$ cat src/rtl/i2c_wr_target_pkg.sv
package i2c_wr_target_pkg;
  localparam int unsigned ADDR_W = 7;
  localparam int unsigned DATA_W = 8;
  localparam int unsigned CNT_W  = $clog2(DATA_W);

  typedef enum logic [2:0] {
    ST_IDLE,
    ST_ADDR,
    ST_DATA,
    ST_ACK_WAIT,
    ST_ACK_LO,
    ST_ACK_HI,
    ST_IGNORE
  } rx_state_e;
endpackage

$ cat src/rtl/i2c_wr_target_cond.sv
module i2c_wr_target_cond #(
  parameter int unsigned STAGES = 2
) (
  input  logic clk_i,
  input  logic rst_ni,
  input  logic scl_i,
  input  logic sda_i,
  output logic scl_s_o,
  output logic sda_s_o,
  output logic scl_rise_o,
  output logic scl_fall_o,
  output logic start_o,
  output logic stop_o
);
  localparam int unsigned NSIG = 2;

  logic [NSIG-1:0] raw;
  logic [NSIG-1:0] synced;
  logic [NSIG-1:0] prev_q;

  assign raw = {scl_i, sda_i};

  for (genvar g = 0; g < NSIG; g++) begin : g_sync
    logic [STAGES-1:0] chain_q;
    always_ff @(posedge clk_i or negedge rst_ni) begin
      if (!rst_ni) chain_q <= '1;  // idle bus is high
      else         chain_q <= {chain_q[STAGES-2:0], raw[g]};
    end
    assign synced[g] = chain_q[STAGES-1];
  end

  always_ff @(posedge clk_i or negedge rst_ni) begin
    if (!rst_ni) prev_q <= '1;
    else         prev_q <= synced;
  end

  assign scl_s_o    = synced[1];
  assign sda_s_o    = synced[0];
  assign scl_rise_o = synced[1] & ~prev_q[1];
  assign scl_fall_o = ~synced[1] & prev_q[1];
  assign start_o    = synced[1] & prev_q[1] & prev_q[0] & ~synced[0];
  assign stop_o     = synced[1] & prev_q[1] & ~prev_q[0] & synced[0];
endmodule

$ cat src/rtl/i2c_wr_target_fsm.sv
module i2c_wr_target_fsm
  import i2c_wr_target_pkg::*;
(
  input  logic              clk_i,
  input  logic              rst_ni,
  input  logic              scl_s_i,
  input  logic              sda_s_i,
  input  logic              scl_rise_i,
  input  logic              scl_fall_i,
  input  logic              start_i,
  input  logic              stop_i,
  input  logic [ADDR_W-1:0] own_addr_i,
  input  logic              accept_i,
  output logic              byte_evt_o,
  output logic [DATA_W-1:0] byte_data_o,
  output logic              sda_oe_o,
  output logic              dir_o
);
  rx_state_e         state_q;
  logic [CNT_W-1:0]  cnt_q;
  logic [DATA_W-1:0] sh_q;
  logic              ack_pend_q;
  logic              sda_oe_q;
  logic              dir_q;
  logic              last_bit;
  logic              addr_hit;

  assign last_bit    = scl_rise_i && (cnt_q == CNT_W'(DATA_W-1));
  assign byte_data_o = {sh_q[DATA_W-2:0], sda_s_i};
  assign addr_hit    = (sh_q[ADDR_W-1:0] == own_addr_i);
  assign byte_evt_o  = last_bit && !start_i && !stop_i &&
                       ((state_q == ST_DATA) ||
                        (state_q == ST_ADDR && addr_hit && !sda_s_i));

  always_ff @(posedge clk_i or negedge rst_ni) begin
    if (!rst_ni) begin
      state_q    <= ST_IDLE;
      cnt_q      <= '0;
      sh_q       <= '0;
      ack_pend_q <= 1'b0;
      sda_oe_q   <= 1'b0;
      dir_q      <= 1'b0;
    end else if (start_i) begin
      state_q  <= ST_ADDR;
      cnt_q    <= '0;
      sda_oe_q <= 1'b0;
    end else if (stop_i) begin
      state_q  <= ST_IDLE;
      sda_oe_q <= 1'b0;
    end else begin
      unique case (state_q)
        ST_ADDR, ST_DATA: if (scl_rise_i) begin
          sh_q  <= byte_data_o;
          cnt_q <= cnt_q + 1'b1;
          if (last_bit) begin
            if (state_q == ST_ADDR && !addr_hit) begin
              state_q <= ST_IGNORE;
            end else begin
              if (state_q == ST_ADDR) dir_q <= sda_s_i;
              if (state_q == ST_ADDR && sda_s_i) begin
                state_q <= ST_IGNORE;
              end else begin
                state_q    <= ST_ACK_WAIT;
                ack_pend_q <= accept_i;
              end
            end
          end
        end
        ST_ACK_WAIT: if (scl_fall_i) begin
          sda_oe_q <= ack_pend_q;
          state_q  <= ST_ACK_LO;
        end
        ST_ACK_LO: if (scl_rise_i) state_q <= ST_ACK_HI;
        ST_ACK_HI: if (scl_fall_i) begin
          sda_oe_q <= 1'b0;
          cnt_q    <= '0;
          state_q  <= ST_DATA;
        end
        default: ;
      endcase
    end
  end

  assign sda_oe_o = sda_oe_q;
  assign dir_o    = dir_q;

  AST_NACK_ON_REJECT: assert property (@(posedge clk_i) disable iff (!rst_ni)
    byte_evt_o && !accept_i |=> !ack_pend_q);
  AST_OE_WHILE_SCL_LOW: assert property (@(posedge clk_i) disable iff (!rst_ni)
    $rose(sda_oe_q) |-> !scl_s_i);
  AST_IGNORE_QUIET: assert property (@(posedge clk_i) disable iff (!rst_ni)
    state_q == ST_IGNORE |-> !sda_oe_q);
endmodule

$ cat src/rtl/i2c_wr_target_regs.sv
module i2c_wr_target_regs
  import i2c_wr_target_pkg::*;
(
  input  logic              clk_i,
  input  logic              rst_ni,
  input  logic              byte_evt_i,
  input  logic [DATA_W-1:0] byte_data_i,
  input  logic              rd_i,
  input  logic              irq_clr_i,
  input  logic              ovf_clr_i,
  output logic              accept_o,
  output logic [DATA_W-1:0] rd_data_o,
  output logic              buf_full_o,
  output logic              ovf_o,
  output logic              irq_o
);
  logic [DATA_W-1:0] buf_q;
  logic              bf_q;
  logic              ovf_q;
  logic              irq_q;

  // a read in the same cycle frees the holding register
  assign accept_o = (!bf_q || rd_i) && !ovf_q;

  always_ff @(posedge clk_i or negedge rst_ni) begin
    if (!rst_ni) begin
      buf_q <= '0;
      bf_q  <= 1'b0;
      ovf_q <= 1'b0;
      irq_q <= 1'b0;
    end else begin
      if (byte_evt_i && accept_o) begin
        buf_q <= byte_data_i;
        bf_q  <= 1'b1;
      end else if (rd_i) begin
        bf_q <= 1'b0;
      end
      if (byte_evt_i && !accept_o) ovf_q <= 1'b1;
      else if (ovf_clr_i)          ovf_q <= 1'b0;
      if (byte_evt_i)              irq_q <= 1'b1;
      else if (irq_clr_i)          irq_q <= 1'b0;
    end
  end

  assign rd_data_o  = buf_q;
  assign buf_full_o = bf_q;
  assign ovf_o      = ovf_q;
  assign irq_o      = irq_q;

  AST_OVF_KEEPS_BUF: assert property (@(posedge clk_i) disable iff (!rst_ni)
    byte_evt_i && !accept_o |=> $stable(buf_q));
  AST_OVF_STICKY: assert property (@(posedge clk_i) disable iff (!rst_ni)
    ovf_q && !ovf_clr_i |=> ovf_q);
  AST_IRQ_PER_BYTE: assert property (@(posedge clk_i) disable iff (!rst_ni)
    byte_evt_i |=> irq_q);
  AST_READ_CLEARS_BF: assert property (@(posedge clk_i) disable iff (!rst_ni)
    rd_i && !byte_evt_i |=> !bf_q);
endmodule

$ cat src/rtl/i2c_wr_target.sv
module i2c_wr_target
  import i2c_wr_target_pkg::*;
#(
  parameter int unsigned SYNC_STAGES = 2
) (
  input  logic              clk_i,
  input  logic              rst_ni,
  input  logic              scl_i,
  input  logic              sda_i,
  output logic              sda_oe_o,
  input  logic [ADDR_W-1:0] own_addr_i,
  input  logic              rd_i,
  input  logic              irq_clr_i,
  input  logic              ovf_clr_i,
  output logic [DATA_W-1:0] rd_data_o,
  output logic              buf_full_o,
  output logic              ovf_o,
  output logic              irq_o,
  output logic              dir_o
);
  logic scl_s, sda_s, scl_rise, scl_fall, start, stop;
  logic accept, byte_evt;
  logic [DATA_W-1:0] byte_data;

  i2c_wr_target_cond #(.STAGES(SYNC_STAGES)) u_cond (
    .clk_i, .rst_ni, .scl_i, .sda_i,
    .scl_s_o(scl_s), .sda_s_o(sda_s), .scl_rise_o(scl_rise),
    .scl_fall_o(scl_fall), .start_o(start), .stop_o(stop)
  );

  i2c_wr_target_fsm u_fsm (
    .clk_i, .rst_ni, .scl_s_i(scl_s), .sda_s_i(sda_s),
    .scl_rise_i(scl_rise), .scl_fall_i(scl_fall), .start_i(start),
    .stop_i(stop), .own_addr_i, .accept_i(accept), .byte_evt_o(byte_evt),
    .byte_data_o(byte_data), .sda_oe_o, .dir_o
  );

  i2c_wr_target_regs u_regs (
    .clk_i, .rst_ni, .byte_evt_i(byte_evt), .byte_data_i(byte_data),
    .rd_i, .irq_clr_i, .ovf_clr_i, .accept_o(accept), .rd_data_o,
    .buf_full_o, .ovf_o, .irq_o
  );
endmodule

$ cat config.mk
export PLATFORM = sky130hd
export DESIGN_NAME = i2c_wr_target
export DESIGN_NICKNAME = d
export VERILOG_FILES = /design/src/rtl/i2c_wr_target_pkg.sv /design/src/rtl/i2c_wr_target_cond.sv /design/src/rtl/i2c_wr_target_fsm.sv /design/src/rtl/i2c_wr_target_regs.sv /design/src/rtl/i2c_wr_target.sv
export SDC_FILE = /design/constraint.sdc
export NUM_CORES = 1
export LEC_CHECK = 0
export ABC_AREA = 1
export BUFFER_PORTS_ARGS = -buffer_cell sky130_fd_sc_hd__buf_2
export CAP_MARGIN = 25
export CORE_UTILIZATION = 45
export CTS_CLUSTER_SIZE = 8
export DETAILED_ROUTE_END_ITERATION = 10
export PLACE_DENSITY_LB_ADDON = 0.2
export SYNTH_ARGS = -nofsm -noshare
export SYNTH_HDL_FRONTEND = slang
export SYNTH_SLANG_ARGS = --single-unit
$ cat constraint.sdc
create_clock -name clk_i -period 1.95 [get_ports clk_i]
set_clock_uncertainty 0.1 [all_clocks]
set_input_delay 0.195 -clock clk_i [delete_from_list [all_inputs] [get_ports clk_i]]
set_output_delay 0.195 -clock clk_i [all_outputs]
set_load 0.01 [all_outputs]
# Yosys cells after proc, flatten, opt, wreduce, memory -nomap -nowiden
# Index checks and enable logic that the tools add are counted.
# classes
addsub	1
n_eq_ne	15
muxes	26
n_bitwise	15
n_reduce_logical	33
# ops
operator	count
two-way mux 3 bit	13
AND reduction 7 bit	2
!= test 4 x 1 -> 1 bit (second input constant)	3
one-hot mux 3 bit (4 select lines)	1
logical AND 1 bit	11
two-way mux 1 bit	10
equality test 3 bit (second input constant)	3
!= test 4 x 2 -> 1 bit (second input constant)	2
inverter 1 bit	8
AND reduction 4 bit	2
AND 1 bit	7
equality test 7 bit	1
zero test 1 bit	7
equality test 3 x 2 -> 1 bit (second input constant)	2
one-hot mux 3 bit (2 select lines)	1
AND reduction 6 bit	1
nonzero test 2 bit	3
nonzero test 6 bit	1
nonzero test 4 bit	1
adder 3 x 1 -> 3 bit (second input constant)	1
equality test 3 x 1 -> 1 bit (second input constant)	1
!= test 3 x 1 -> 1 bit (second input constant)	1
!= test 3 x 2 -> 1 bit (second input constant)	1
AND reduction 3 bit	1
5 further kinds	6
# word_totals
ff_bits	33
input_bits	14
out_inout_bits	13

# Logic depth before layout (Yosys ltp)
# Gate-level depths: netlist of the first run.
# logic_depth
ltp_word	9
ltp_mapped	11

# Hierarchy
# Synthesis of the first run repeated with hierarchy kept, for this count alone.
# hier_totals
hier_cells	211
hier_area_um2	1721.7
# modules_own_cells
module	n_inst	cells_each	area_each_um2	seq_area_each_um2
i2c_wr_target_fsm	1	145	1032.2	400.4
i2c_wr_target_regs	1	49	490.5	275.3
i2c_wr_target_cond	1	17	198.9	157.7

# Worst setup path before layout of the first run
# OpenSTA, ideal clock, no wires.
# synth_timing
path_kind	reg-to-reg
from	reg u_cond.g_sync[1].chain_q[1]
to	reg u_regs.buf_q[0], in the netlist u_regs.rd_data_o[0]
setup_time_ns	0.117
arrival_time_ns	1.253
t_required_ns	1.733
path_slack_ns	0.480
path_stages_with_launch	8
path_buffers	0
path_cell_list	dfstp_2 > nand2_1 > nor2_2 > nand2_4 > inv_4 > nand4_4 > nand2_1 > nand2_1
# synth_via
elab_chain_cells	8
word_cells_on_any_way	13
classes_between	6 x bitwise; 7 x reduce/logical
# synth_lines
element	line_no	rtl
start, declared	i2c_wr_target_cond.sv:24	logic [STAGES-1:0] chain_q;
start signal, assigned	i2c_wr_target_cond.sv:27	else chain_q <= {chain_q[STAGES-2:0], raw[g]};
AND 1 bit	i2c_wr_target_cond.sv:41, i2c_wr_target_cond.sv:42	
AND 1 bit (2 in a row)	i2c_wr_target_cond.sv:41	assign start_o = synced[1] & prev_q[1] & prev_q[0] & ~synced[0];
zero test 1 bit	i2c_wr_target_fsm.sv:31	assign byte_evt_o = last_bit && !start_i && !stop_i &&
logical AND 1 bit	i2c_wr_target_fsm.sv:31	
logical AND 1 bit * (2 in a row)	i2c_wr_target_fsm.sv:31	
logical AND 1 bit *	i2c_wr_target_regs.sv:32	if (byte_evt_i && accept_o) begin
end signal, assigned	i2c_wr_target_regs.sv:33	buf_q <= byte_data_i;
end, declared	i2c_wr_target_regs.sv:17	logic [DATA_W-1:0] buf_q;
# Every way passes the cells marked *; elsewhere a longest branch is shown, timed or not.
# A chain may end at the register's enable or synchronous reset.

# Worst setup path after layout of the first run
# layout_timing
from	reg u_fsm.cnt_q[0]
to	reg u_regs.buf_q[4], in the netlist u_regs.rd_data_o[4]
# layout_via
elab_chain_cells	6
# layout_lines
element	line_no	rtl
start, declared	i2c_wr_target_fsm.sv:20	logic [CNT_W-1:0] cnt_q;
start signal, assigned	i2c_wr_target_fsm.sv:54	cnt_q <= cnt_q + 1'b1;
equality test 3 bit	i2c_wr_target_fsm.sv:28	assign last_bit = scl_rise_i && (cnt_q == CNT_W'(DATA_W-1));
logical AND 1 bit	i2c_wr_target_fsm.sv:28	
logical AND 1 bit (3 in a row)	i2c_wr_target_fsm.sv:31	
logical AND 1 bit	i2c_wr_target_regs.sv:32	
# No other way between the ends.

==> results of run 1 <==
-- metrics by stage --
| step | power [mW] | cells | util |
|---|---|---|---|
| floorplan | 1.60 | 207 | - |
| global route | 2.58 | 292 | 0.563 |
| CTS | 2.44 | 292 | 0.563 |
| detailed placement | 1.74 | 278 | 0.516 |
| global placement | 1.73 | 278 | 0.516 |
| finish | 2.41 | 292 | 0.563 |
-- final timing paths --
path | startpoint | cells past startpoint | end | slack [ns]
worst max-delay path | u_fsm.cnt_q[0]$_DFFE_PN0P_ | 9 | u_regs.rd_data_o[4]$_DFFE_PN0P_ | 0.27
worst min-delay path | u_cond.g_sync[0].chain_q[0]$_DFF_PN1_ | 0 | u_cond.g_sync[0].chain_q[1]$_DFF_PN1_ | 0.26
worst max register to register | u_fsm.cnt_q[0]$_DFFE_PN0P_ | 9 | u_regs.rd_data_o[4]$_DFFE_PN0P_ | 0.27
worst min register to register | u_cond.g_sync[0].chain_q[0]$_DFF_PN1_ | 0 | u_cond.g_sync[0].chain_q[1]$_DFF_PN1_ | 0.26
max in group asynchronous | rst_ni | 2 | u_regs.rd_data_o[3]$_DFFE_PN0P_ | 0.89
min in group asynchronous | rst_ni | 2 | u_fsm.cnt_q[0]$_DFFE_PN0P_ | 0.40
-- cell usage in the layout (no fill, tap or decap), types with 2 or more instances in the layout --
cell type	synthesis	final
buf_2	0	26
clkbuf_8	0	6
dfrtp_1	27	27
dfstp_2	6	6
dlygate4sd3_1	0	6
ha_1	2	2
inv_1	25	25
inv_2	10	10
nand2_1	65	65
nand2_2	3	3
nand2_4	3	3
nand3_1	11	11
nand3_2	4	4
nand4_1	9	9
nor2_1	6	6
nor2_2	3	3
o21ai_0	4	4
o21ai_1	11	11
o21ai_2	2	2
xnor2_1	2	2
-- layout make-up --
type,count,area [um2],share of cell area
clock buffer,7,86.3,0.0415
sequential,33,833,0.401
inverter,36,138,0.0662
multi-input combinational,135,741,0.356
timing repair buffer,32,190,0.0915
tap,48,60.1,0.0289
clock inverter,1,30.0,0.0144
-- registers in the layout, indices dropped and copies added, names as in the netlist --
name                   flops
u_regs.rd_data_o           8
u_fsm.sh_q                 7
u_cond.g_sync.chain_q      4
u_fsm.cnt_q                3
u_fsm.state_q              3
u_cond.prev_q              2
u_fsm.ack_pend_q           1
u_fsm.dir_o                1
u_fsm.sda_oe_o             1
u_regs.buf_full_o          1
u_regs.irq_o               1
u_regs.ovf_o               1
-- power breakdown --
group | internal, mW | total [mW] | switching, mW
Sequential | 0.803 | 0.940 | 0.136
Combinational | 0.297 | 0.797 | 0.499
Clock | 0.417 | 0.669 | 0.253
Total | 1.52 | 2.41 | 0.888
-- logic make-up (layout without fill, tap and decap cells) --
family | count (synthesis) | after routing | synth area share
simple gates | 109 | 109 | 0.317
buf+inv | 39 | 76 | 0.0963
flops | 33 | 33 | 0.478
compound gates | 22 | 22 | 0.0841
fa+ha+maj | 2 | 2 | 0.0144
xor+xnor | 2 | 2 | 0.0101
-- repair_timing --
item,4_1_cts,5_1_grt
buffers inserted,0,0
hold buffers,6,0
hold endpoints to repair,32,0
resized for setup,0,0
-- per-layer routing --
layer	vias up	global-route usage	wire, um
li1	722	-	-
met1	606	0.254	1610
met2	22	0.299	1590
met3	6	0.0571	110
met4	0	0.0833	68
met5	-	0	0
-- cells in the mapped netlist --
master	number
nor2_4	1
nand4_1	9
o21ai_2	2
nor2_2	3
xnor2_1	2
inv_2	10
nand3_2	4
buf_6	2
ha_1	2
o22ai_1	1
nand3b_1	1
nor3_1	1
o21ai_4	1
nand2_1	65
dfstp_2	6
nand3_4	1
nor2_1	6
o21bai_4	1
dfrtp_1	27
nand4_4	1
o211ai_1	1
o21ai_1	11
o21ai_0	4
nand2_2	3
inv_4	1
inv_1	25
nand3_1	11
nand2_4	3
buf_4	1
a21oi_1	1
==> run_summary.xml, run 1 <==
<?xml version="1.0" encoding="UTF-8"?>
<metrics>
  <group name="power">
    <metric name="power.static_leakage" unit="nW">1.11</metric>
    <metric name="worst_ir_drop_vdd" unit="uV">750</metric>
    <metric name="powerDensity" unit="nW/um2">1160</metric>
  </group>
  <group name="setup_path">
    <metric name="worst-path-max-fanout" unit="">11</metric>
    <metric name="crit_path_start_kind" unit="">register</metric>
    <metric name="crit_path_top_delay_cell" unit="">dfrtp_1</metric>
    <metric name="cp_top_family" unit="">simple AND/OR/NAND/NOR gates</metric>
    <metric name="cp.arrival" unit="ns">1.76</metric>
    <metric name="critical_path_required" unit="ns">2.03</metric>
    <metric name="delay_of_the_slowest_cell_on_the_worst_path" unit="ns">0.39</metric>
    <metric name="critical_path.endpoint_type" unit="">register</metric>
    <metric name="cp_cell_sequence" unit="">ha_1 -&gt; ha_1 -&gt; inv_1 -&gt; nor2_2 -&gt; nand2_4 -&gt; inv_4 -&gt; nand4_4 -&gt; nand2_1 -&gt; nand2_1</metric>
    <metric name="criticalPathCategory" unit="">reg -&gt; reg</metric>
    <metric name="cp_num_buf_inv" unit="">2</metric>
  </group>
  <group name="place">
    <metric name="routabilityCongestion" unit="">0.761</metric>
    <metric name="detailed_place.area" unit="um2">1900</metric>
    <metric name="placement.setup.worst_slack" unit="ns">0.296</metric>
    <metric name="total_half_perimeter_wirelength_after_legalization_and_detailed_placement" unit="um">2440</metric>
    <metric name="numPortBuffers" unit="">26</metric>
  </group>
  <group name="grt">
    <metric name="first_pass_grt_wire_length" unit="um">5910</metric>
    <metric name="first_global_vias" unit="">1292</metric>
    <metric name="grt_max_degree" unit="">34</metric>
    <metric name="global_route.overflow_total" unit="">0</metric>
    <metric name="global_route.usage.total" unit="">0.195</metric>
    <metric name="grt_antenna_before_repair" unit="">0</metric>
  </group>
  <group name="clocking">
    <metric name="clk_latency" unit="ns">0.28</metric>
    <metric name="clkTransAtPathRegs" unit="ns">0.07</metric>
    <metric name="cts.sinks" unit="">33</metric>
    <metric name="clockBufferDepth" unit="">2</metric>
    <metric name="cts_htree_levels" unit="">2</metric>
    <metric name="cts_buffers" unit="">5</metric>
    <metric name="clock_root_buffer_master" unit="">clkbuf_8</metric>
    <metric name="cts_tree" unit="">yes</metric>
  </group>
  <group name="sta">
    <metric name="rsz0062_at_grt" unit="">no</metric>
    <metric name="timing.final.crit_share" unit="">0.864</metric>
    <metric name="report.final.hold_viol_count" unit="">0</metric>
    <metric name="layout_min_cycle_time" unit="ns">1.68</metric>
    <metric name="setup_viol" unit="">0</metric>
    <metric name="final.hold.worst_slack" unit="ns">0.256</metric>
    <metric name="timing.final.max_slew_violations" unit="">0</metric>
    <metric name="worstMarginPinSlew" unit="ns">0.718</metric>
    <metric name="max_slew_margin" unit="">0.521</metric>
    <metric name="worst_slack" unit="ns">0.265</metric>
    <metric name="final.setup.tns" unit="ns">0</metric>
    <metric name="clock.fmax" unit="GHz">0.594</metric>
  </group>
  <group name="cells_and_area">
    <metric name="final_area" unit="um2">2080</metric>
    <metric name="fill_cells" unit="">371</metric>
    <metric name="drive_gt1_frac" unit="">0.287</metric>
    <metric name="finalNetCount" unit="">259</metric>
    <metric name="antenna_cells_inserted" unit="">0</metric>
    <metric name="syn_to_final_growth" unit="%">19.3</metric>
  </group>
  <group name="synth">
    <metric name="post_synth_inst_count" unit="">207</metric>
    <metric name="ys_warn_count" unit="">0</metric>
    <metric name="synthTopCellsByArea" unit="">dfrtp_1, nand2_1, dfstp_2</metric>
    <metric name="synth.avg_cell_area" unit="um2">8.41</metric>
    <metric name="synth_top_area_share" unit="">0.388</metric>
    <metric name="yosysSeqAreaShare" unit="">0.478</metric>
    <metric name="synth-seq-cells" unit="">33</metric>
    <metric name="yosys.cell_types.count" unit="">30</metric>
    <metric name="synth_top_cell_by_area" unit="">dfrtp_1</metric>
    <metric name="synth_nets" unit="">223</metric>
    <metric name="synth_area" unit="um2">1740</metric>
  </group>
  <group name="floorplan">
    <metric name="floorplan.die.width" unit="um">64.2</metric>
    <metric name="die_area" unit="um2">4120</metric>
    <metric name="die_height" unit="um">64.2</metric>
    <metric name="core-area" unit="um2">3690</metric>
    <metric name="initial_util" unit="">0.472</metric>
    <metric name="num_rows" unit="">22</metric>
    <metric name="boundaryPins" unit="">27</metric>
  </group>
  <group name="routing">
    <metric name="pre_antenna_drt_iters" unit="">4</metric>
    <metric name="number_of_nets_with_antenna_violations_after_routing" unit="">0</metric>
    <metric name="avgRoutedWirePerCell" unit="um">11.6</metric>
    <metric name="first_iter_violations" unit="">46</metric>
    <metric name="via_count" unit="">1356</metric>
    <metric name="drc" unit="">0</metric>
    <metric name="routed_wl" unit="um">3370</metric>
    <metric name="vias_per_cell" unit="">4.64</metric>
  </group>
  <group name="min_path">
    <metric name="worst_hold_path_type" unit="">reg -&gt; reg</metric>
  </group>
  <group name="run_status">
    <metric name="outcome" unit="">finished clean</metric>
  </group>
  <group name="job">
    <metric name="max_cap_viol_count" unit="">0</metric>
  </group>
</metrics>
Power figures use the tool's default switching activity.
==> inputs of run 2 (changes only) <==
--- a/config.mk
+++ b/config.mk
@@ -9,6 +9,7 @@
 export BUFFER_PORTS_ARGS = -buffer_cell sky130_fd_sc_hd__buf_2
 export CAP_MARGIN = 25
 export CORE_UTILIZATION = 45
+export CTS_CLUSTER_DIAMETER = 200
 export CTS_CLUSTER_SIZE = 8
 export DETAILED_ROUTE_END_ITERATION = 10
 export PLACE_DENSITY_LB_ADDON = 0.2
==> constraint.sdc (replaced) <==
create_clock -name clk_i -period 1.6 [get_ports clk_i]
set_clock_uncertainty 0.1 [all_clocks]
set_input_delay 0.16 -clock clk_i [delete_from_list [all_inputs] [get_ports clk_i]]
set_output_delay 0.16 -clock clk_i [all_outputs]
set_load 0.01 [all_outputs]
==> run 2 against run 1 <==
Compared with the run above:
- global-route usage increased by 1.3 points
- flip-flop and latch count unchanged
- routed wire length increased by 14%
- via count increased by 11%
- maximum frequency increased by 9.5%
- sequential power increased by 21%
- hold slack got worse by 0.038 ns
- register-to-register slack got worse by 0.20 ns
- first-iteration DRC count increased by 30%
- critical path depth increased by 1
- cell count increased by 5.8%
- critical path type unchanged
==> run_summary.xml, run 2 (synthesized netlist as in run 1, its figures left out) <==
<?xml version="1.0" encoding="UTF-8"?>
<metrics>
  <group name="run_status">
    <metric name="outcome" unit="">finished clean</metric>
  </group>
  <group name="power">
    <metric name="proportion_of_total_power_due_to_net_switching" unit="">0.372</metric>
    <metric name="p_clk_frac" unit="">0.257</metric>
    <metric name="worst_ir_drop_vdd" unit="uV">744</metric>
    <metric name="power.internal" unit="mW">2.03</metric>
    <metric name="seq_power_share" unit="">0.353</metric>
    <metric name="power.share.combinational" unit="">0.391</metric>
    <metric name="power.static_leakage" unit="nW">1.21</metric>
    <metric name="p_switching" unit="mW">1.21</metric>
    <metric name="powerDensity" unit="nW/um2">1400</metric>
  </group>
  <group name="clocking">
    <metric name="clock_root_buffer_master" unit="">clkbuf_8</metric>
    <metric name="cts.sinks" unit="">33</metric>
    <metric name="cts_tree" unit="">yes</metric>
    <metric name="cts_buffers" unit="">5</metric>
    <metric name="clk_latency" unit="ns">0.29</metric>
    <metric name="clkTransAtPathRegs" unit="ns">0.07</metric>
    <metric name="clockBufferDepth" unit="">2</metric>
    <metric name="cts_htree_levels" unit="">2</metric>
  </group>
  <group name="place">
    <metric name="numPortBuffers" unit="">26</metric>
    <metric name="routabilityCongestion" unit="">0.788</metric>
    <metric name="total_half_perimeter_wirelength_after_legalization_and_detailed_placement" unit="um">2670</metric>
    <metric name="placement.setup.worst_slack" unit="ns">-0.0180</metric>
  </group>
  <group name="setup_path">
    <metric name="cp_num_buf_inv" unit="">2</metric>
    <metric name="crit_path_top_delay_cell" unit="">dfrtp_1</metric>
    <metric name="cp_cell_sequence" unit="">inv_2 -&gt; nand2_1 -&gt; nand2_2 -&gt; nand2_1 -&gt; nor2_2 -&gt; nand3_2 -&gt; nand2_4 -&gt; buf_12 -&gt; nand4_1 -&gt; nand2_1</metric>
    <metric name="delay_of_the_slowest_cell_on_the_worst_path" unit="ns">0.42</metric>
    <metric name="criticalPathCategory" unit="">reg -&gt; reg</metric>
    <metric name="critical_path_required" unit="ns">1.73</metric>
    <metric name="setup.worst_path.start" unit="">u_fsm.sh_q[5]$_DFFE_PN0P_</metric>
    <metric name="critical_path.endpoint_type" unit="">register</metric>
    <metric name="worst-path-max-fanout" unit="">9</metric>
    <metric name="path_common_cell" unit="">nand2_1</metric>
    <metric name="cp.arrival" unit="ns">1.67</metric>
    <metric name="crit_path_start_kind" unit="">register</metric>
    <metric name="cp_top_family" unit="">simple AND/OR/NAND/NOR gates</metric>
    <metric name="reg2reg_from" unit="">u_fsm.sh_q[5]$_DFFE_PN0P_</metric>
  </group>
  <group name="min_path">
    <metric name="worst_hold_path_type" unit="">in -&gt; async</metric>
  </group>
  <group name="sta">
    <metric name="setup_viol" unit="">0</metric>
    <metric name="max_slew_margin" unit="">0.749</metric>
    <metric name="worstMarginPinSlew" unit="ns">0.376</metric>
    <metric name="report.final.hold_viol_count" unit="">0</metric>
    <metric name="layout_min_cycle_time" unit="ns">1.54</metric>
    <metric name="timing.final.max_slew_violations" unit="">0</metric>
    <metric name="rsz0062_at_grt" unit="">yes</metric>
    <metric name="timing.final.crit_share" unit="">0.961</metric>
    <metric name="final.hold.worst_slack" unit="ns">0.218</metric>
    <metric name="worst_slack" unit="ns">0.0617</metric>
    <metric name="clock.fmax" unit="GHz">0.650</metric>
  </group>
  <group name="routing">
    <metric name="vias_per_cell" unit="">4.87</metric>
    <metric name="number_of_nets_with_antenna_violations_after_routing" unit="">0</metric>
    <metric name="first_iter_violations" unit="">60</metric>
    <metric name="routed_wl" unit="um">3840</metric>
    <metric name="avgRoutedWirePerCell" unit="um">12.4</metric>
    <metric name="drc" unit="">0</metric>
    <metric name="via_count" unit="">1505</metric>
    <metric name="pre_antenna_drt_iters" unit="">4</metric>
  </group>
  <group name="grt">
    <metric name="global_route.usage.total" unit="">0.207</metric>
    <metric name="grt_max_degree" unit="">20</metric>
    <metric name="global_route.overflow_total" unit="">0</metric>
    <metric name="first_global_vias" unit="">1417</metric>
    <metric name="grt_antenna_before_repair" unit="">0</metric>
    <metric name="first_pass_grt_wire_length" unit="um">6460</metric>
  </group>
  <group name="floorplan">
    <metric name="die_height" unit="um">64.2</metric>
    <metric name="floorplan.die.width" unit="um">64.2</metric>
    <metric name="num_rows" unit="">22</metric>
    <metric name="boundaryPins" unit="">27</metric>
    <metric name="die_area" unit="um2">4120</metric>
    <metric name="initial_util" unit="">0.472</metric>
    <metric name="core-area" unit="um2">3690</metric>
  </group>
  <group name="cells_and_area">
    <metric name="finalNetCount" unit="">276</metric>
    <metric name="antenna_cells_inserted" unit="">0</metric>
    <metric name="most_frequent_cells_in_the_layout" unit="">nand2_1, buf_2, dfrtp_1, inv_1</metric>
    <metric name="syn_to_final_growth" unit="%">33.3</metric>
    <metric name="drive_gt1_frac" unit="">0.414</metric>
    <metric name="number_of_flip_flops_under_the_largest_register_name" unit="">8</metric>
    <metric name="final_common_cell" unit="">nand2_1</metric>
  </group>
  <group name="job">
    <metric name="max_cap_viol_count" unit="">0</metric>
  </group>
</metrics>
[run 2: cell types whose count changed in the layout (fill, tap and decap cells not counted), sizes merged]
cell	before	now
clkbuf	7	6
buf	26	42
clkinvlp	0	1
nand4	10	11
[run 2: worst paths after layout]
path	slack, ns	depth (start not counted)	end
max	0.06	10	u_regs.rd_data_o[4]$_DFFE_PN0P_
min	0.22	2	u_fsm.sh_q[2]$_DFFE_PN0P_
max reg2reg	0.06	10	u_regs.rd_data_o[4]$_DFFE_PN0P_
min reg2reg	0.26	0	u_cond.g_sync[1].chain_q[1]$_DFF_PN1_
max in group asynchronous	0.68	3	u_cond.prev_q[0]$_DFF_PN1_
min in group clk_i	0.26	0	u_cond.g_sync[1].chain_q[1]$_DFF_PN1_
[run 2: cell type report]
cell class                      count  area, um2
Clock inverter                      2       37.5
Clock buffer                        6       82.6
Fill cell                         330       1370
Sequential cell                    33        835
Tap cell                           48       60.1
Multi-Input combinational cell    136        826
Inverter                           36        145
Timing Repair Buffer               48        335
[run 2: through the flow]
stage	power (mW)	utilization	cell area (um2)	TNS [ns]	std cells
finish	3.24	0.629	2320	0	309
global route	3.47	0.629	2320	-0.254	309
detailed placement	2.23	0.541	1990	-0.0284	287
floorplan	1.94	-	1740	0	207
global placement	2.21	0.541	1990	0	287
CTS	3.07	0.591	2180	0	301
[run 2: repair_timing]
action | 4_1_cts | 5_1_grt
buffers inserted | 0 | 7
pin swaps | 1 | 12
hold buffers | 6 | 0
resized for setup | 1 | 27
gates cloned | 0 | 1
endpoints found under the hold margin | 28 | 0
endpoints found under the setup margin | 8 | 14
[run 2: per-layer routing]
layer / global-route usage / share of wire
met5: 0 / 0
met4: 0.0750 / 0.016
met3: 0.0429 / 0.033
met2: 0.330 / 0.49
met1: 0.279 / 0.46
[run 2: power by group through the flow]
| stage | clock network (mW) | logic [mW] | registers, mW |
|---|---|---|---|
| floorplan | 0 | 0.834 | 1.11 |
| finish | 0.832 | 1.27 | 1.14 |
| detailed placement | 0 | 1.08 | 1.15 |
| global route | 0.877 | 1.43 | 1.16 |
| CTS | 0.838 | 1.09 | 1.14 |
| global placement | 0 | 1.06 | 1.15 |
==> inputs of run 3 (changes only) <==
--- a/config.mk
+++ b/config.mk
@@ -12,7 +12,7 @@
 export CTS_CLUSTER_DIAMETER = 200
 export CTS_CLUSTER_SIZE = 8
 export DETAILED_ROUTE_END_ITERATION = 10
-export PLACE_DENSITY_LB_ADDON = 0.2
+export PLACE_DENSITY_LB_ADDON = 0.05
 export SYNTH_ARGS = -nofsm -noshare
 export SYNTH_HDL_FRONTEND = slang
 export SYNTH_SLANG_ARGS = --single-unit
==> run 3 against run 2 <==
Compared with the run above:
- sequential power hardly changed
- cell count is 0.65% higher
- count of clock-buffer cells in the layout stayed put
- core utilization is 0.51 points higher
- die area stayed put
- flip-flop and latch count stayed put
- routed wire length is 0.57% lower
- maximum frequency is 0.42% lower
- register-to-register slack hardly changed
- largest power group unchanged
==> run_summary.xml, run 3 (synthesized netlist as in run 1, its figures left out) <==
<?xml version="1.0" encoding="UTF-8"?>
<metrics>
  <group name="grt">
    <metric name="first_global_vias" unit="">1389</metric>
    <metric name="first_pass_grt_wire_length" unit="um">6150</metric>
    <metric name="global_route.overflow_total" unit="">0</metric>
    <metric name="global_route.usage.total" unit="">0.196</metric>
    <metric name="met1_usage_in_global_routing" unit="">0.266</metric>
    <metric name="grt_antenna_before_repair" unit="">0</metric>
    <metric name="grt_max_degree" unit="">34</metric>
    <metric name="grt_most_used_layer" unit="">met2</metric>
    <metric name="met2_usage" unit="">0.299</metric>
    <metric name="grt_use_met3" unit="">0.0482</metric>
  </group>
  <group name="cells_and_area">
    <metric name="finalNetCount" unit="">278</metric>
    <metric name="antenna_cells_inserted" unit="">0</metric>
    <metric name="multi_input_combinational_cell_area" unit="um2">838</metric>
    <metric name="utilization" unit="">0.634</metric>
    <metric name="number_of_flip_flops_under_the_largest_register_name" unit="">8</metric>
    <metric name="ff_latch_area" unit="um2">836</metric>
    <metric name="most_frequent_cells_in_the_layout" unit="">nand2_1, buf_2, dfrtp_1, inv_1</metric>
    <metric name="layoutNonFillerInstCount" unit="">311</metric>
    <metric name="drive_gt1_frac" unit="">0.426</metric>
    <metric name="fill_cells" unit="">308</metric>
    <metric name="final_common_cell" unit="">nand2_1</metric>
    <metric name="syn_to_final_growth" unit="%">34.3</metric>
  </group>
  <group name="power">
    <metric name="worst_ir_drop_vdd" unit="uV">719</metric>
    <metric name="powerDensity" unit="nW/um2">1390</metric>
    <metric name="power" unit="mW">3.26</metric>
    <metric name="power.static_leakage" unit="nW">1.21</metric>
  </group>
  <group name="clocking">
    <metric name="clockBufferDepth" unit="">2</metric>
    <metric name="cts_buffers" unit="">5</metric>
    <metric name="cts_tree" unit="">yes</metric>
    <metric name="clk_latency" unit="ns">0.29</metric>
    <metric name="clkTransAtPathRegs" unit="ns">0.07</metric>
    <metric name="clock_root_buffer_master" unit="">clkbuf_8</metric>
    <metric name="cts.sinks" unit="">33</metric>
    <metric name="cts_htree_levels" unit="">2</metric>
  </group>
  <group name="sta">
    <metric name="report.final.hold_viol_count" unit="">0</metric>
    <metric name="timing.final.max_slew_violations" unit="">0</metric>
    <metric name="worstMarginPinSlew" unit="ns">0.354</metric>
    <metric name="rsz0062_at_grt" unit="">yes</metric>
    <metric name="setup_viol" unit="">0</metric>
    <metric name="clock.fmax" unit="GHz">0.647</metric>
    <metric name="layout_min_cycle_time" unit="ns">1.54</metric>
    <metric name="max_slew_margin" unit="">0.762</metric>
    <metric name="timing.final.crit_share" unit="">0.966</metric>
    <metric name="worst_slack" unit="ns">0.0552</metric>
  </group>
  <group name="setup_path">
    <metric name="crit_path_top_delay_cell" unit="">dfrtp_1</metric>
    <metric name="cp.arrival" unit="ns">1.63</metric>
    <metric name="critical_path_required" unit="ns">1.68</metric>
    <metric name="cp_cell_sequence" unit="">inv_2 -&gt; nand2_2 -&gt; nand2_1 -&gt; nor2_1 -&gt; nand2_1 -&gt; o21bai_4 -&gt; nand4_4 -&gt; nand2_2 -&gt; nand2_2</metric>
    <metric name="path_common_cell" unit="">nand2_2</metric>
    <metric name="crit_path_start_kind" unit="">register</metric>
    <metric name="delay_of_the_slowest_cell_on_the_worst_path" unit="ns">0.42</metric>
    <metric name="criticalPathCategory" unit="">reg -&gt; reg</metric>
    <metric name="critical_path.endpoint_type" unit="">register</metric>
    <metric name="worst-path-max-fanout" unit="">5</metric>
  </group>
  <group name="min_path">
    <metric name="worst_hold_path_type" unit="">in -&gt; async</metric>
  </group>
  <group name="floorplan">
    <metric name="initial_util" unit="">0.472</metric>
    <metric name="boundaryPins" unit="">27</metric>
    <metric name="die_height" unit="um">64.2</metric>
    <metric name="num_rows" unit="">22</metric>
    <metric name="core-area" unit="um2">3690</metric>
    <metric name="floorplan.die.width" unit="um">64.2</metric>
    <metric name="die_area" unit="um2">4120</metric>
  </group>
  <group name="routing">
    <metric name="number_of_nets_with_antenna_violations_after_routing" unit="">0</metric>
    <metric name="vias_per_cell" unit="">4.76</metric>
    <metric name="first_iter_violations" unit="">67</metric>
    <metric name="pre_antenna_drt_iters" unit="">4</metric>
    <metric name="routed_wl" unit="um">3820</metric>
    <metric name="drc" unit="">0</metric>
    <metric name="avgRoutedWirePerCell" unit="um">12.3</metric>
    <metric name="via_count" unit="">1480</metric>
  </group>
  <group name="run_status">
    <metric name="outcome" unit="">finished clean</metric>
  </group>
  <group name="place">
    <metric name="routabilityCongestion" unit="">0.834</metric>
    <metric name="numPortBuffers" unit="">26</metric>
    <metric name="placed_cells_incl_taps" unit="">284</metric>
    <metric name="placement.setup.worst_slack" unit="ns">-0.0474</metric>
    <metric name="total_half_perimeter_wirelength_after_legalization_and_detailed_placement" unit="um">2550</metric>
  </group>
  <group name="job">
    <metric name="max_cap_viol_count" unit="">0</metric>
  </group>
</metrics>
-- run 3: power breakdown --
part	total, mW	leakage, nW	internal, mW	switching (mW)
registers	1.15	0.423	0.983	0.166
clock network	0.826	0.0574	0.506	0.320
logic	1.28	0.730	0.552	0.730
total	3.26	1.21	2.04	1.22
-- run 3: worst paths after layout --
check | start | end | slack (ns) | depth (start not counted)
max | u_fsm.sh_q[2]$_DFFE_PN0P_ | u_regs.rd_data_o[4]$_DFFE_PN0P_ | 0.06 | 9
min | rst_ni | u_fsm.sda_oe_o$_DFFE_PN0P_ | 0.26 | 3
max reg2reg | u_fsm.sh_q[2]$_DFFE_PN0P_ | u_regs.rd_data_o[4]$_DFFE_PN0P_ | 0.06 | 9
min reg2reg | u_cond.g_sync[1].chain_q[0]$_DFF_PN1_ | u_cond.g_sync[1].chain_q[1]$_DFF_PN1_ | 0.26 | 0
max in group asynchronous | rst_ni | u_cond.g_sync[0].chain_q[1]$_DFF_PN1_ | 0.90 | 3
min in group clk_i | u_cond.g_sync[1].chain_q[0]$_DFF_PN1_ | u_cond.g_sync[1].chain_q[1]$_DFF_PN1_ | 0.26 | 0
-- run 3: final cells by class --
cell class              count  share of cell area
flip-flops and latches     33               0.357
inverters                  36              0.0610
clock inverters             2              0.0160
well taps                  48              0.0257
repair buffers             49               0.147
multi-input cells         137               0.358
clock buffers               6              0.0353
-- run 3: timing repair --
| action | 4_1_cts | 5_1_grt |
|---|---|---|
| pin swaps | 1 | 11 |
| endpoints found under the setup margin | 8 | 15 |
| gates cloned | 1 | 1 |
| hold buffers | 6 | 0 |
| hold endpoints to repair | 38 | 0 |
| gates resized for setup | 1 | 28 |
| buffers inserted | 0 | 11 |
-- run 3: worst max-delay path, delay by kind of cell, from the launching register on --
family / cells / cell delay [ns]
compound gates: 1 / 0.22
buf+inv: 1 / 0.06
flops: 1 / 0.42
simple gates: 7 / 0.63
-- run 3: stage by stage --
stage | hold WS, ns | instance area (um2) | TNS [ns]
after global routing | 0.264 | 2340 | -0.556
after global placement | 0.0284 | 1970 | 0
after floorplan | -0.236 | 1740 | 0
after detailed placement | 0.0308 | 1970 | -0.259
after CTS | 0.254 | 2170 | 0
final | 0.256 | 2340 | 0
-- run 3: layer usage --
metal | vias up | wire [um]
li1 | 767 | -
met1 | 669 | 1900
met2 | 37 | 1720
met3 | 7 | 143
met4 | 0 | 52
met5 | - | 0
